--- src/rtl/uaf_pkg.sv ---
package uaf_pkg;

  localparam int CHAR_W = 8;
  localparam logic [7:0] UNLOCK_KEY = 8'hBF;

  localparam logic [2:0] A_FEAT = 3'd0;
  localparam logic [2:0] A_XON  = 3'd1;
  localparam logic [2:0] A_XOFF = 3'd2;
  localparam logic [2:0] A_SPEC = 3'd3;
  localparam logic [2:0] A_THR  = 3'd4;

  localparam logic [CHAR_W-1:0] XON_RST  = 8'h11;
  localparam logic [CHAR_W-1:0] XOFF_RST = 8'h13;
  localparam logic [CHAR_W-1:0] SPEC_RST = 8'h00;

  typedef struct packed {
    logic auto_cts;
    logic auto_rts;
    logic spec_en;
    logic sw_en;
  } feat_t;

  typedef enum logic [1:0] {
    IRQ_NONE = 2'd0,
    IRQ_SPEC = 2'd1,
    IRQ_FLOW = 2'd2
  } irq_src_e;

  // Bit i of the pattern is compared against bit i of the character.
  function automatic logic chars_match(input logic [CHAR_W-1:0] rx,
                                       input logic [CHAR_W-1:0] pat);
    logic diff;
    diff = 1'b0;
    for (int i = 0; i < CHAR_W; i++) diff = diff | (rx[i] ^ pat[i]);
    return !diff;
  endfunction

  // Level below which RTS is reasserted.
  function automatic logic [15:0] rts_release_mark(input logic [15:0] thr,
                                                   input logic [15:0] hyst);
    return (thr > hyst) ? (thr - hyst) : 16'd1;
  endfunction

  function automatic irq_src_e pick_irq(input logic spec, input logic flow);
    if (spec) return IRQ_SPEC;
    if (flow) return IRQ_FLOW;
    return IRQ_NONE;
  endfunction

endpackage

--- src/rtl/uaf_regs.sv ---
module uaf_regs
  import uaf_pkg::*;
#(
  parameter int                CNT_W   = 6,
  parameter logic [CNT_W-1:0]  THR_RST = 8
) (
  input  logic              clk,
  input  logic              rst_n,
  input  logic [7:0]        line_ctl,
  input  logic              cfg_wr,
  input  logic [2:0]        cfg_addr,
  input  logic [7:0]        cfg_wdata,
  output logic [7:0]        cfg_rdata,
  output feat_t             feat,
  output logic [CHAR_W-1:0] xon_chr,
  output logic [CHAR_W-1:0] xoff_chr,
  output logic [CHAR_W-1:0] spec_chr,
  output logic [CNT_W-1:0]  rts_thr
);

  logic       unlocked;
  logic [3:0] feat_q;

  assign unlocked = (line_ctl == UNLOCK_KEY);
  assign feat     = feat_t'(feat_q);

  always_ff @(posedge clk or negedge rst_n) begin
    if (!rst_n) begin
      feat_q   <= '0;
      xon_chr  <= XON_RST;
      xoff_chr <= XOFF_RST;
      spec_chr <= SPEC_RST;
      rts_thr  <= THR_RST;
    end else if (cfg_wr && unlocked) begin
      case (cfg_addr)
        A_FEAT:  feat_q   <= cfg_wdata[7:4];
        A_XON:   xon_chr  <= cfg_wdata;
        A_XOFF:  xoff_chr <= cfg_wdata;
        A_SPEC:  spec_chr <= cfg_wdata;
        A_THR:   rts_thr  <= cfg_wdata[CNT_W-1:0];
        default: ;
      endcase
    end
  end

  always_comb begin
    cfg_rdata = '0;
    if (unlocked) begin
      case (cfg_addr)
        A_FEAT:  cfg_rdata = {feat_q, 4'b0000};
        A_XON:   cfg_rdata = xon_chr;
        A_XOFF:  cfg_rdata = xoff_chr;
        A_SPEC:  cfg_rdata = spec_chr;
        A_THR:   cfg_rdata = 8'(rts_thr);
        default: cfg_rdata = '0;
      endcase
    end
  end

  AST_LOCKED_WRITE_IGNORED: assert property (@(posedge clk) disable iff (!rst_n)
    (cfg_wr && !unlocked) |=> ($stable(feat_q) && $stable(xon_chr) && $stable(xoff_chr)
                               && $stable(spec_chr) && $stable(rts_thr)));

endmodule

--- src/rtl/uaf_rx_match.sv ---
module uaf_rx_match
  import uaf_pkg::*;
(
  input  logic              clk,
  input  logic              rst_n,
  input  feat_t             feat,
  input  logic [CHAR_W-1:0] xon_chr,
  input  logic [CHAR_W-1:0] xoff_chr,
  input  logic [CHAR_W-1:0] spec_chr,
  input  logic              rx_valid,
  input  logic [CHAR_W-1:0] rx_data,
  output logic              fifo_wr,
  output logic [CHAR_W-1:0] fifo_wdata,
  output logic              xon_hit,
  output logic              xoff_hit,
  output logic              spec_hit
);

  logic flow_hit;

  assign xoff_hit = rx_valid && feat.sw_en && chars_match(rx_data, xoff_chr);
  assign xon_hit  = rx_valid && feat.sw_en && !xoff_hit && chars_match(rx_data, xon_chr);
  assign flow_hit = xon_hit || xoff_hit;
  assign spec_hit = rx_valid && feat.spec_en && !flow_hit && chars_match(rx_data, spec_chr);

  always_ff @(posedge clk or negedge rst_n) begin
    if (!rst_n) begin
      fifo_wr    <= 1'b0;
      fifo_wdata <= '0;
    end else begin
      fifo_wr    <= rx_valid && !flow_hit;
      fifo_wdata <= rx_data;
    end
  end

  AST_FLOW_CHAR_DROPPED: assert property (@(posedge clk) disable iff (!rst_n)
    flow_hit |=> !fifo_wr);

  AST_PLAIN_CHAR_STORED: assert property (@(posedge clk) disable iff (!rst_n)
    (rx_valid && !feat.sw_en) |=> (fifo_wr && fifo_wdata == $past(rx_data)));

endmodule

--- src/rtl/uaf_tx_gate.sv ---
module uaf_tx_gate #(
  parameter int SYNC_STAGES = 2
) (
  input  logic clk,
  input  logic rst_n,
  input  logic auto_cts,
  input  logic sw_en,
  input  logic cts_n_pin,
  input  logic xon_hit,
  input  logic xoff_hit,
  input  logic tx_pending,
  input  logic tx_idle,
  output logic tx_launch,
  output logic cts_rise
);

  localparam int PIPE_W = SYNC_STAGES + 1;

  logic [PIPE_W-1:0] cts_pipe;
  logic              cts_now;
  logic              cts_prev;
  logic              sw_pause;
  logic              hold;

  always_ff @(posedge clk or negedge rst_n) begin
    if (!rst_n) cts_pipe <= '0;
    else        cts_pipe <= {cts_pipe[PIPE_W-2:0], cts_n_pin};
  end

  assign cts_now  = cts_pipe[SYNC_STAGES-1];
  assign cts_prev = cts_pipe[SYNC_STAGES];

  always_ff @(posedge clk or negedge rst_n) begin
    if (!rst_n)        sw_pause <= 1'b0;
    else if (!sw_en)   sw_pause <= 1'b0;
    else if (xoff_hit) sw_pause <= 1'b1;
    else if (xon_hit)  sw_pause <= 1'b0;
  end

  assign hold      = (auto_cts && cts_now) || sw_pause;
  assign tx_launch = tx_pending && tx_idle && !hold;
  assign cts_rise  = auto_cts && cts_now && !cts_prev;

  AST_XOFF_BLOCKS_LAUNCH: assert property (@(posedge clk) disable iff (!rst_n)
    (sw_en && $past(xoff_hit) && $past(sw_en)) |-> !tx_launch);

  AST_LAUNCH_AT_BOUNDARY: assert property (@(posedge clk) disable iff (!rst_n)
    tx_launch |-> (tx_idle && tx_pending));

  AST_CTS_EVENT_ONE_SHOT: assert property (@(posedge clk) disable iff (!rst_n)
    cts_rise |=> !cts_rise);

endmodule

--- src/rtl/uaf_rts_gen.sv ---
module uaf_rts_gen
  import uaf_pkg::*;
#(
  parameter int CNT_W = 6,
  parameter int HYST  = 4
) (
  input  logic             clk,
  input  logic             rst_n,
  input  logic             auto_rts,
  input  logic [CNT_W-1:0] rx_count,
  input  logic [CNT_W-1:0] rts_thr,
  output logic             rts_n,
  output logic             rts_rise
);

  logic [15:0] lo_mark;
  logic        at_thr;
  logic        below_lo;
  logic        rts_prev;

  assign lo_mark  = rts_release_mark(16'(rts_thr), 16'(HYST));
  assign at_thr   = (rx_count >= rts_thr);
  assign below_lo = (16'(rx_count) < lo_mark);

  always_ff @(posedge clk or negedge rst_n) begin
    if (!rst_n) begin
      rts_n    <= 1'b0;
      rts_prev <= 1'b0;
    end else begin
      rts_prev <= rts_n;
      if (!auto_rts)     rts_n <= 1'b0;
      else if (at_thr)   rts_n <= 1'b1;
      else if (below_lo) rts_n <= 1'b0;
    end
  end

  assign rts_rise = rts_n && !rts_prev;

  AST_RTS_STOP_AT_THRESHOLD: assert property (@(posedge clk) disable iff (!rst_n)
    (auto_rts && rx_count >= rts_thr) |=> rts_n);

  AST_RTS_LOW_WHEN_MANUAL: assert property (@(posedge clk) disable iff (!rst_n)
    !auto_rts |=> !rts_n);

endmodule

--- src/rtl/uart_flow_ctl.sv ---
module uart_flow_ctl
  import uaf_pkg::*;
#(
  parameter int               CNT_W       = 6,
  parameter int               HYST        = 4,
  parameter int               SYNC_STAGES = 2,
  parameter logic [CNT_W-1:0] THR_RST     = 8
) (
  input  logic             clk,
  input  logic             rst_n,
  input  logic [7:0]       line_ctl,
  input  logic             cfg_wr,
  input  logic [2:0]       cfg_addr,
  input  logic [7:0]       cfg_wdata,
  output logic [7:0]       cfg_rdata,
  input  logic [1:0]       ie_flow,
  input  logic             cts_n_pin,
  output logic             rts_n_pin,
  input  logic             tx_pending,
  input  logic             tx_idle,
  output logic             tx_launch,
  input  logic             rx_valid,
  input  logic [7:0]       rx_data,
  input  logic [CNT_W-1:0] rx_count,
  output logic             fifo_wr,
  output logic [7:0]       fifo_wdata,
  input  logic             flag_clr,
  output logic             cts_flag,
  output logic             rts_flag,
  output logic             spec_flag,
  output logic             irq_pend,
  output logic [1:0]       irq_src
);

  feat_t             feat;
  logic [CHAR_W-1:0] xon_chr, xoff_chr, spec_chr;
  logic [CNT_W-1:0]  rts_thr;
  logic              xon_hit, xoff_hit, spec_hit;
  logic              cts_rise, rts_rise;
  logic              cts_evt, rts_evt;

  uaf_regs #(.CNT_W(CNT_W), .THR_RST(THR_RST)) u_regs (
    .clk, .rst_n, .line_ctl, .cfg_wr, .cfg_addr, .cfg_wdata, .cfg_rdata,
    .feat, .xon_chr, .xoff_chr, .spec_chr, .rts_thr
  );

  uaf_rx_match u_match (
    .clk, .rst_n, .feat, .xon_chr, .xoff_chr, .spec_chr,
    .rx_valid, .rx_data, .fifo_wr, .fifo_wdata,
    .xon_hit, .xoff_hit, .spec_hit
  );

  uaf_tx_gate #(.SYNC_STAGES(SYNC_STAGES)) u_txg (
    .clk, .rst_n, .auto_cts(feat.auto_cts), .sw_en(feat.sw_en), .cts_n_pin,
    .xon_hit, .xoff_hit, .tx_pending, .tx_idle, .tx_launch, .cts_rise
  );

  uaf_rts_gen #(.CNT_W(CNT_W), .HYST(HYST)) u_rts (
    .clk, .rst_n, .auto_rts(feat.auto_rts), .rx_count, .rts_thr,
    .rts_n(rts_n_pin), .rts_rise
  );

  assign cts_evt = cts_rise && ie_flow[1];
  assign rts_evt = rts_rise && ie_flow[0];

  always_ff @(posedge clk or negedge rst_n) begin
    if (!rst_n) begin
      cts_flag  <= 1'b0;
      rts_flag  <= 1'b0;
      spec_flag <= 1'b0;
    end else begin
      cts_flag  <= cts_evt  || (cts_flag  && !flag_clr);
      rts_flag  <= rts_evt  || (rts_flag  && !flag_clr);
      spec_flag <= spec_hit || (spec_flag && !flag_clr);
    end
  end

  assign irq_pend = cts_flag || rts_flag || spec_flag;
  assign irq_src  = pick_irq(spec_flag, cts_flag || rts_flag);

  AST_SPEC_LATCHED: assert property (@(posedge clk) disable iff (!rst_n)
    spec_hit |=> spec_flag);

  AST_FLAGS_CLEARED: assert property (@(posedge clk) disable iff (!rst_n)
    (flag_clr && !spec_hit && !cts_evt && !rts_evt) |=> !irq_pend);

  AST_FLOW_GATED_BY_ENABLE: assert property (@(posedge clk) disable iff (!rst_n)
    (!cts_flag && !ie_flow[1]) |=> !cts_flag);

endmodule

--- config.mk ---
export PLATFORM = sky130hd
export DESIGN_NAME = uart_flow_ctl
export DESIGN_NICKNAME = d
export VERILOG_FILES = /design/src/rtl/uaf_pkg.sv /design/src/rtl/uaf_regs.sv /design/src/rtl/uaf_rx_match.sv /design/src/rtl/uaf_tx_gate.sv /design/src/rtl/uaf_rts_gen.sv /design/src/rtl/uart_flow_ctl.sv
export SDC_FILE = /design/constraint.sdc
export NUM_CORES = 1
export LEC_CHECK = 0
export ABC_AREA = 1
export BUFFER_PORTS_ARGS = -buffer_cell sky130_fd_sc_hd__buf_2
export CAP_MARGIN = 20
export CORE_MARGIN = 2
export CORE_UTILIZATION = 58
export DETAILED_ROUTE_END_ITERATION = 12
export PLACE_DENSITY = 0.85
export SYNTH_ARGS = -nofsm -noshare
export SYNTH_HDL_FRONTEND = slang
export SYNTH_SLANG_ARGS = --single-unit
--- constraint.sdc ---
create_clock -name clk -period 3.6 [get_ports clk]
set_input_delay 0.54 -clock clk [delete_from_list [all_inputs] [get_ports clk]]
set_output_delay 0.54 -clock clk [all_outputs]
set_load 0.05 [all_outputs]
# == Word level (Yosys, flattened, before mapping) ==
# Index checks and enable logic that the tools add are counted.
# totals
ff_bits,52
input_bits,43
output_inout_bits,25
elab_cells,127
# classes
add_sub_neg,1
order_cmp,3
n_eq_ne,7
mux,16
n_bitwise,45
reduce_logical,41
# ops
cell,n
$pmux 8 s5,1
$xor 1x1->1,24
$or 1x1->1,21
$logic_and 1x1->1,19
$lt 6x16->1,1
$mux 16,1
$reduce_and 2->1,5
$logic_not 1->1,9
$mux 1,9
$eq 8x8->1 const B,1
$mux 2,4
$mux 8,1
$logic_or 1x1->1,7
$sub 6x3->7 const B,1
$eq 3x2->1 const B,2
$ge 6x6->1,1
$gt 6x3->1 const B,1
$ne 3x1->1 const B,2
$eq 3x1->1 const B,1
$eq 3x3->1 const B,1
$logic_not 3->1,1

# == Depth between registers and ports, before layout ==
# Gate-level depths: netlist of run 1.
# depth
word_depth,18
ltp_mapped,15
depth_no_buf,15

# == By module ==
# A second synthesis of run 1 with hierarchy kept.
# hier_totals
cells_unflattened,435
area_unflattened_um2,3216.8
# modules_own_cells
mod,instances,cells_each,area_each_um2,seq_area_each_um2
uaf_regs,1,244,1811.7,858.3
uaf_rx_match,1,86,609.3,225.2
uaf_rts_gen,1,72,509.2,50.0
uaf_tx_gate,1,15,148.9,100.1
uart_flow_ctl,1,18,137.6,75.1

# == Worst setup path after synthesis of run 1 ==
# OpenSTA, ideal clock, no wires.
# synth_path
kind,input to output
start,input port line_ctl[7]
end,output port cfg_rdata[5]
arrival_time_ns,2.037
required_time_ns,3.060
path_slack_ns,1.023
path_stages,4
path_buffers,0
cell_sequence,nand4_2 -> nor4b_4 -> o21ai_1 -> a41oi_1
# synth_between
elab_chain_len,2
# synth_rtl
item,line,rtl
from (decl),uart_flow_ctl.sv:11,"input logic [7:0] line_ctl,"
$eq 8x8->1,uaf_regs.sv:24,assign unlocked = (line_ctl == UNLOCK_KEY);
$mux 8,uaf_regs.sv:48,if (unlocked) begin
to (decl),uart_flow_ctl.sv:15,"output logic [7:0] cfg_rdata,"
# Every way passes these cells.

# == Final worst setup path of run 1 ==
# layout_path
start,input port line_ctl[7]
end,output port cfg_rdata[6]
# Same word-level chain as after synthesis.

==> results of run 1 <==
[how the worst max path moves through the flow]
stage | startpoint | to | slack (ns)
final | line_ctl[7] | cfg_rdata[6] | 1.03
after global routing | cfg_addr[1] | cfg_rdata[4] | 0.96
after detailed placement | cfg_addr[1] | cfg_rdata[4] | 1.06
after global placement | cfg_addr[1] | cfg_rdata[4] | 1.10
after floorplan | line_ctl[7] | cfg_rdata[5] | 1.02
after CTS | cfg_addr[1] | cfg_rdata[4] | 1.03
[cell usage after synthesis (2+ instances only)]
cell type,n,area share (%)
ha_1,13,5.6
nor2_4,4,1.6
nor2_1,18,2.3
inv_2,3,0.39
a21oi_1,8,1.4
nor3_1,4,0.69
xor2_1,9,2.7
dfstp_2,6,5.5
buf_4,2,0.52
nor3_2,2,0.69
inv_1,41,5.3
a221oi_1,6,1.8
a41oi_1,3,0.91
o21ai_0,38,6.6
dfrtp_1,46,40
nand4_1,2,0.43
o22ai_1,8,1.7
nand3_1,11,1.9
o21ai_2,4,1.2
buf_6,2,0.78
or2_2,2,0.43
nand2_1,96,13
xnor2_1,3,0.91
[power by group]
| group | switching (uW) | internal [uW] |
|---|---|---|
| clock | 185 | 156 |
| combinational | 101 | 48.3 |
| sequential | 5.80 | 597 |
| total | 292 | 802 |
[sequential cells by signal, summed over array words and instances, names as in the netlist]
signal              count
u_regs.xoff_chr         8
spec_flag               1
u_regs.feat             4
u_match.fifo_wr         1
u_txg.sw_pause          1
u_match.fifo_wdata      8
u_txg.cts_pipe          3
rts_flag                1
u_regs.xon_chr          8
u_rts.rts_prev          1
u_regs.spec_chr         8
cts_flag                1
u_regs.rts_thr          6
u_rts.rts_n             1
[worst reg2reg max path: stages (launching register included)]
cell	delay, ns
dfstp_2	0.54
inv_1	0.10
ha_1	0.20
nand3_1	0.10
nand2_1	0.07
or2_2	0.28
ha_1	0.29
nand2_1	0.05
inv_1	0.04
nand2_1	0.04
nand2_1	0.06
nand2_1	0.05
nand2_1	0.06
nand2_1	0.05
a21oi_1	0.13
[logic make-up after synthesis]
group,after synthesis,synth area share (%)
simple gates,145,22.9
compound gates,73,15.2
flops,52,45.4
buf+inv,49,7.21
fa+ha+maj,13,5.64
xor+xnor,12,3.65
[routing by layer]
| metal | vias to the layer above | track usage [%] | part of all wire (%) |
|---|---|---|---|
| met5 | - | 0 | 0 |
| met4 | 0 | 10.9 | 2.5 |
| met3 | 15 | 6.10 | 9.2 |
| met2 | 152 | 44.4 | 46 |
| met1 | 1239 | 38.2 | 42 |
| li1 | 1284 | - | - |
[metrics by stage]
stage | power [uW] | hold slack, ns
after CTS | 1100 | 0.341
after detailed placement | 760 | 0.342
after global routing | 1130 | 0.179
final | 1090 | 0.159
after global placement | 756 | 0.334
after floorplan | 688 | 0.244
[area by class of cell]
type | instances | area, sq um | share of cell area [%]
clock buffer | 7 | 86.3 | 2.55
clock inverter | 1 | 7.51 | 0.222
multi-input combinational | 243 | 1370 | 40.4
inverter | 44 | 165 | 4.89
timing repair buffer | 69 | 363 | 10.7
tap | 67 | 83.8 | 2.48
sequential | 52 | 1310 | 38.7
==> results.sh, run 1 <==
export IMPL_cts_resized=0
export IMPL_crit_fanout=8
export IMPL_irDropWorstVdd_mv=0.172
export IMPL_postRouteAntennaNets=0
export IMPL_max_clock_freq_mhz=389
export IMPL_synth_net_count=400
export IMPL_rrSetupSlack_ns=1.47
export IMPL_cts_setup_buffers=0
export IMPL_worst_path_stages=6
export IMPL_clk_pin_slew_ns=0.09
export IMPL_leakagePower_uw=0.00180
export IMPL_grt_ovfl_total=0
export IMPL_min_path_type="in -> async"
export IMPL_clk_latency_ns=0.30
export IMPL_track_usage_pct=28.2
export IMPL_syn_area_sq_um=2880
export IMPL_ys_async_sr_fraction_pct=100
export IMPL_synth_flop_cell="dfrtp_1"
export IMPL_seq_area_frac_synth_pct=45.4
export IMPL_mostFrequentLayoutCells="nand2_1 (96), buf_2 (67), dfrtp_1 (46)"
export IMPL_clock_path_buffers=2
export IMPL_cts_inserted_buffers=5
export IMPL_worst_clock_skew_ns=0.00364
export IMPL_area_growth_pct=17.3
export IMPL_hpwl_microns=5620
export IMPL_via_count=2690
export IMPL_synth_warnings=0
export IMPL_final_cell_count_no_fill=483
export IMPL_ios=68
export IMPL_grt_setup_unrepaired="false"
export IMPL_r2r_end="u_rts.rts_n"
export IMPL_reg2reg_depth=14
export IMPL_worst_slack_ns=1.03
export IMPL_tightest_slew_ns=0.703
export IMPL_avgRoutedWirePerCell_microns=14.9
export IMPL_slowest_delay_ns=0.33
export IMPL_final_area_sq_um=3380
export IMPL_end_kind="output port"
export IMPL_cts_tree="yes"
export IMPL_crit_buf_inv=2
export IMPL_synthDistinctLibCells=36
export IMPL_critical_path_top_delay_family="compound AO/OA/AOI/OAI gates"
export IMPL_portBuffers=67
export IMPL_drive_gt1_share_pct=24.0
export IMPL_gp_congestion=0.922
export IMPL_crit_path_start_kind="input port"
export IMPL_fp_coreArea_sq_um=4750
export IMPL_fin_tns_setup_ns=0
export IMPL_grt_pass1_vias=2470
export IMPL_synth_edf_count=0
export IMPL_drt_wl_total_microns=7220
export IMPL_pre_cts_slack_ns=1.06
export IMPL_die_w_microns=74.5
export IMPL_min_period_ns=2.57
export IMPL_n_antenna_cell=0
export IMPL_status="finished clean"
export IMPL_timing_rr_start="u_regs.rts_thr[3]"
export IMPL_die_area_sq_um=5550
export IMPL_finalNetCount=471
export IMPL_via_per_inst=5.57
export IMPL_final_hold_viol_count=0
export IMPL_grt_pass1_wl_microns=11700
export IMPL_antenna_found_initial=0
export IMPL_dr_pass1_iters=6
export IMPL_syn_area_per_cell_sq_um=8.38
export IMPL_worstSetupPathType="in -> out"
export IMPL_h_tree_depth=2
export IMPL_drt_first_iter_violations=245
export IMPL_critical_path_slowest_cell="nor4b_4"
export IMPL_cap_violations=0
export IMPL_synth_seq_cells=52
export IMPL_setup_viol_count_final=0
export IMPL_crit_required_ns=3.06
export IMPL_postCtsHoldBufs=0
export IMPL_std_cell_rows=25
export IMPL_die_h_microns=74.5
export IMPL_crit_arrival_ns=2.03
export IMPL_dp_cells=474
export IMPL_grt_max_degree=51
export IMPL_layout_commonest_cell="nand2_1"
export IMPL_slew_viol_final=0
export IMPL_cts_sinks=52
export IMPL_crit_top_cell="buf_2"
export IMPL_syn_inst=344
export IMPL_post_route_util_pct=71.1
export IMPL_finalCritPeriodShare_pct=71.5
export IMPL_start_util_pct=60.6
export IMPL_crit_chain="buf_2 > nand4_2 > nor4b_4 > o21ai_1 > a41oi_1 > buf_2"
export IMPL_clock_root_buffer="clkbuf_8"
export IMPL_slew_headroom_pct=52.9
export IMPL_powerDensity_nw_per_um2=324
export IMPL_drc_errors=0
export IMPL_placed_area_sq_um=3270
export IMPL_fillers=390
Note: power is estimated with default switching activity, not from simulation.
==> run 2, diff against run 1 <==
- CORE_UTILIZATION: 58 -> 49
- PLACE_DENSITY: 0.85 -> 0.77
- clock period: 3.6 -> 2.2 ns (I/O delays scaled with it)
==> run 2 against run 1 <==
Net effect:
- clock power grew 64%
- sequential power increased by 64%
- global-route usage is 3.6 points lower
- critical path depth is 8 higher
- routed wire length grew 1.9%
- highest routed layer unchanged
==> results.sh, run 2 (synthesis gave the netlist of run 1 again) <==
export IMPL_status="finished clean"
export IMPL_rrSetupSlack_ns=0.18
export IMPL_end_kind="register"
export IMPL_n_antenna_cell=0
export IMPL_clock_root_buffer="clkbuf_8"
export IMPL_std_cell_rows=27
export IMPL_grt_pass1_wl_microns=12200
export IMPL_critical_path_slowest_cell="dfstp_2"
export IMPL_worst_slack_ns=0.176
export IMPL_crit_path_start_kind="register"
export IMPL_cts_tree="yes"
export IMPL_die_area_sq_um=6510
export IMPL_tightest_slew_ns=0.530
export IMPL_start_util_pct=51.4
export IMPL_cap_violations=0
export IMPL_total_power_uw=1800
export IMPL_area_growth_pct=19.0
export IMPL_drt_wl_total_microns=7360
export IMPL_clk_pin_slew_ns=0.09
export IMPL_crit_top_cell="nand2_1"
export IMPL_fp_coreArea_sq_um=5610
export IMPL_ios=68
export IMPL_pre_cts_slack_ns=0.0633
export IMPL_via_count=2676
export IMPL_postRouteAntennaNets=0
export IMPL_crit_arrival_ns=2.26
export IMPL_layout_commonest_cell="nand2_1"
export IMPL_finalNetCount=475
export IMPL_mostFrequentLayoutCells="nand2_1 (96), buf_2 (67), dfrtp_1 (46)"
export IMPL_avgRoutedWirePerCell_microns=15.0
export IMPL_crit_chain="inv_2 > ha_1 > nand3_1 > nand2_1 > or2_4 > ha_4 > nand2_1 > inv_1 > nand2_1 > nand2_1 > nand2_1 > nand2_1 > nand2_1 > a21oi_2"
export IMPL_finalCritPeriodShare_pct=92.0
export IMPL_worstSetupPathType="reg -> reg"
export IMPL_drc_errors=0
export IMPL_cts_sinks=52
export IMPL_antenna_found_initial=0
export IMPL_max_clock_freq_mhz=494
export IMPL_grt_pass1_vias=2630
export IMPL_irDropWorstVdd_mv=0.287
export IMPL_min_path_type="in -> reg"
export IMPL_grt_max_degree=22
export IMPL_slew_viol_final=0
export IMPL_crit_required_ns=2.44
export IMPL_leakagePower_uw=0.00182
export IMPL_reg2reg_depth=14
export IMPL_cts_inserted_buffers=5
export IMPL_h_tree_depth=2
export IMPL_die_w_microns=80.7
export IMPL_setup_viol_count_final=0
export IMPL_min_period_ns=2.02
export IMPL_drt_first_iter_violations=294
export IMPL_portBuffers=67
export IMPL_clock_path_buffers=2
export IMPL_slowest_delay_ns=0.55
export IMPL_final_cell_count_no_fill=492
export IMPL_final_hold_viol_count=0
export IMPL_die_h_microns=80.7
export IMPL_powerDensity_nw_per_um2=524
export IMPL_drive_gt1_share_pct=26.0
export IMPL_hpwl_microns=5810
export IMPL_fin_tns_setup_ns=0
export IMPL_track_usage_pct=24.6
export IMPL_clk_latency_ns=0.31
export IMPL_crit_fanout=5
export IMPL_dp_cells=483
export IMPL_slew_headroom_pct=64.3
export IMPL_gp_congestion=0.879
export IMPL_dr_pass1_iters=5
export IMPL_whs_path_depth=1
export IMPL_grt_ovfl_total=0
export IMPL_grt_setup_unrepaired="false"
export IMPL_via_per_inst=5.44
export IMPL_worst_clock_skew_ns=0.00695
-- run 2: changes by cell type in the layout (fill, tap and decap cells not counted), sizes merged --
cell and change:
dlygate4sd3 +1, clkinv +2, clkbuf -1, clkinvlp -1, buf +3
-- run 2: repair_timing --
| item | in CTS | in global routing |
|---|---|---|
| gates resized for setup | 0 | 6 |
| setup endpoints to repair | 0 | 4 |
| hold endpoints to repair | 11 | 0 |
| hold buffers | 1 | 0 |
| buffers inserted | 0 | 0 |
-- run 2: through the flow --
step | hold WS [ns] | utilization, % | instance area [sq um]
after floorplan | 0.0344 | - | 2880
after global placement | 0.219 | 58.9 | 3300
after detailed placement | 0.223 | 58.9 | 3300
after CTS | 0.120 | 60.7 | 3400
after global routing | 0.107 | 61.2 | 3430
final | 0.124 | 61.2 | 3430
-- run 2: worst paths after layout --
path | startpoint | endpoint
worst min-delay path | cts_n_pin | u_txg.cts_pipe[0]
worst max-delay path | u_regs.rts_thr[3] | u_rts.rts_n
worst max register to register | u_regs.rts_thr[3] | u_rts.rts_n
min in group asynchronous | rst_n | u_regs.xon_chr[1]
max in group asynchronous | rst_n | u_regs.xoff_chr[4]
worst min register to register | u_txg.cts_pipe[0] | u_txg.cts_pipe[1]
-- run 2: cell type report --
| class | instances | area, sq um |
|---|---|---|
| Clock inverter | 2 | 10.0 |
| Clock buffer | 6 | 82.6 |
| Fill cell | 511 | 2180 |
| Timing Repair Buffer | 73 | 383 |
| Tap cell | 72 | 90.1 |
| Inverter | 44 | 165 |
| Sequential cell | 52 | 1310 |
| Multi-Input combinational cell | 243 | 1390 |
-- run 2: worst max-delay path, delay by kind of cell (launching register included) --
family / cells / cell delay (ns)
simple gates: 9 / 0.75
flops: 1 / 0.55
fa+ha+maj: 2 / 0.45
compound gates: 1 / 0.12
buf+inv: 2 / 0.10
-- run 2: layer usage --
layer | track usage [%] | vias up | wire length (microns)
met5 | 0 | - | 0
met4 | 5.76 | 0 | 130
met1 | 32.8 | 1259 | 3130
li1 | - | 1288 | -
met3 | 4.61 | 12 | 625
met2 | 41.5 | 117 | 3470
-- run 2: where the power goes --
part           switching, uW  total [uW]  leakage, uW  internal [uW]
combinational            167         250      0.00117           82.1
sequential              9.12         986     0.000595            977
clock                    309         561    0.0000510            252
total                    486        1800      0.00182           1310
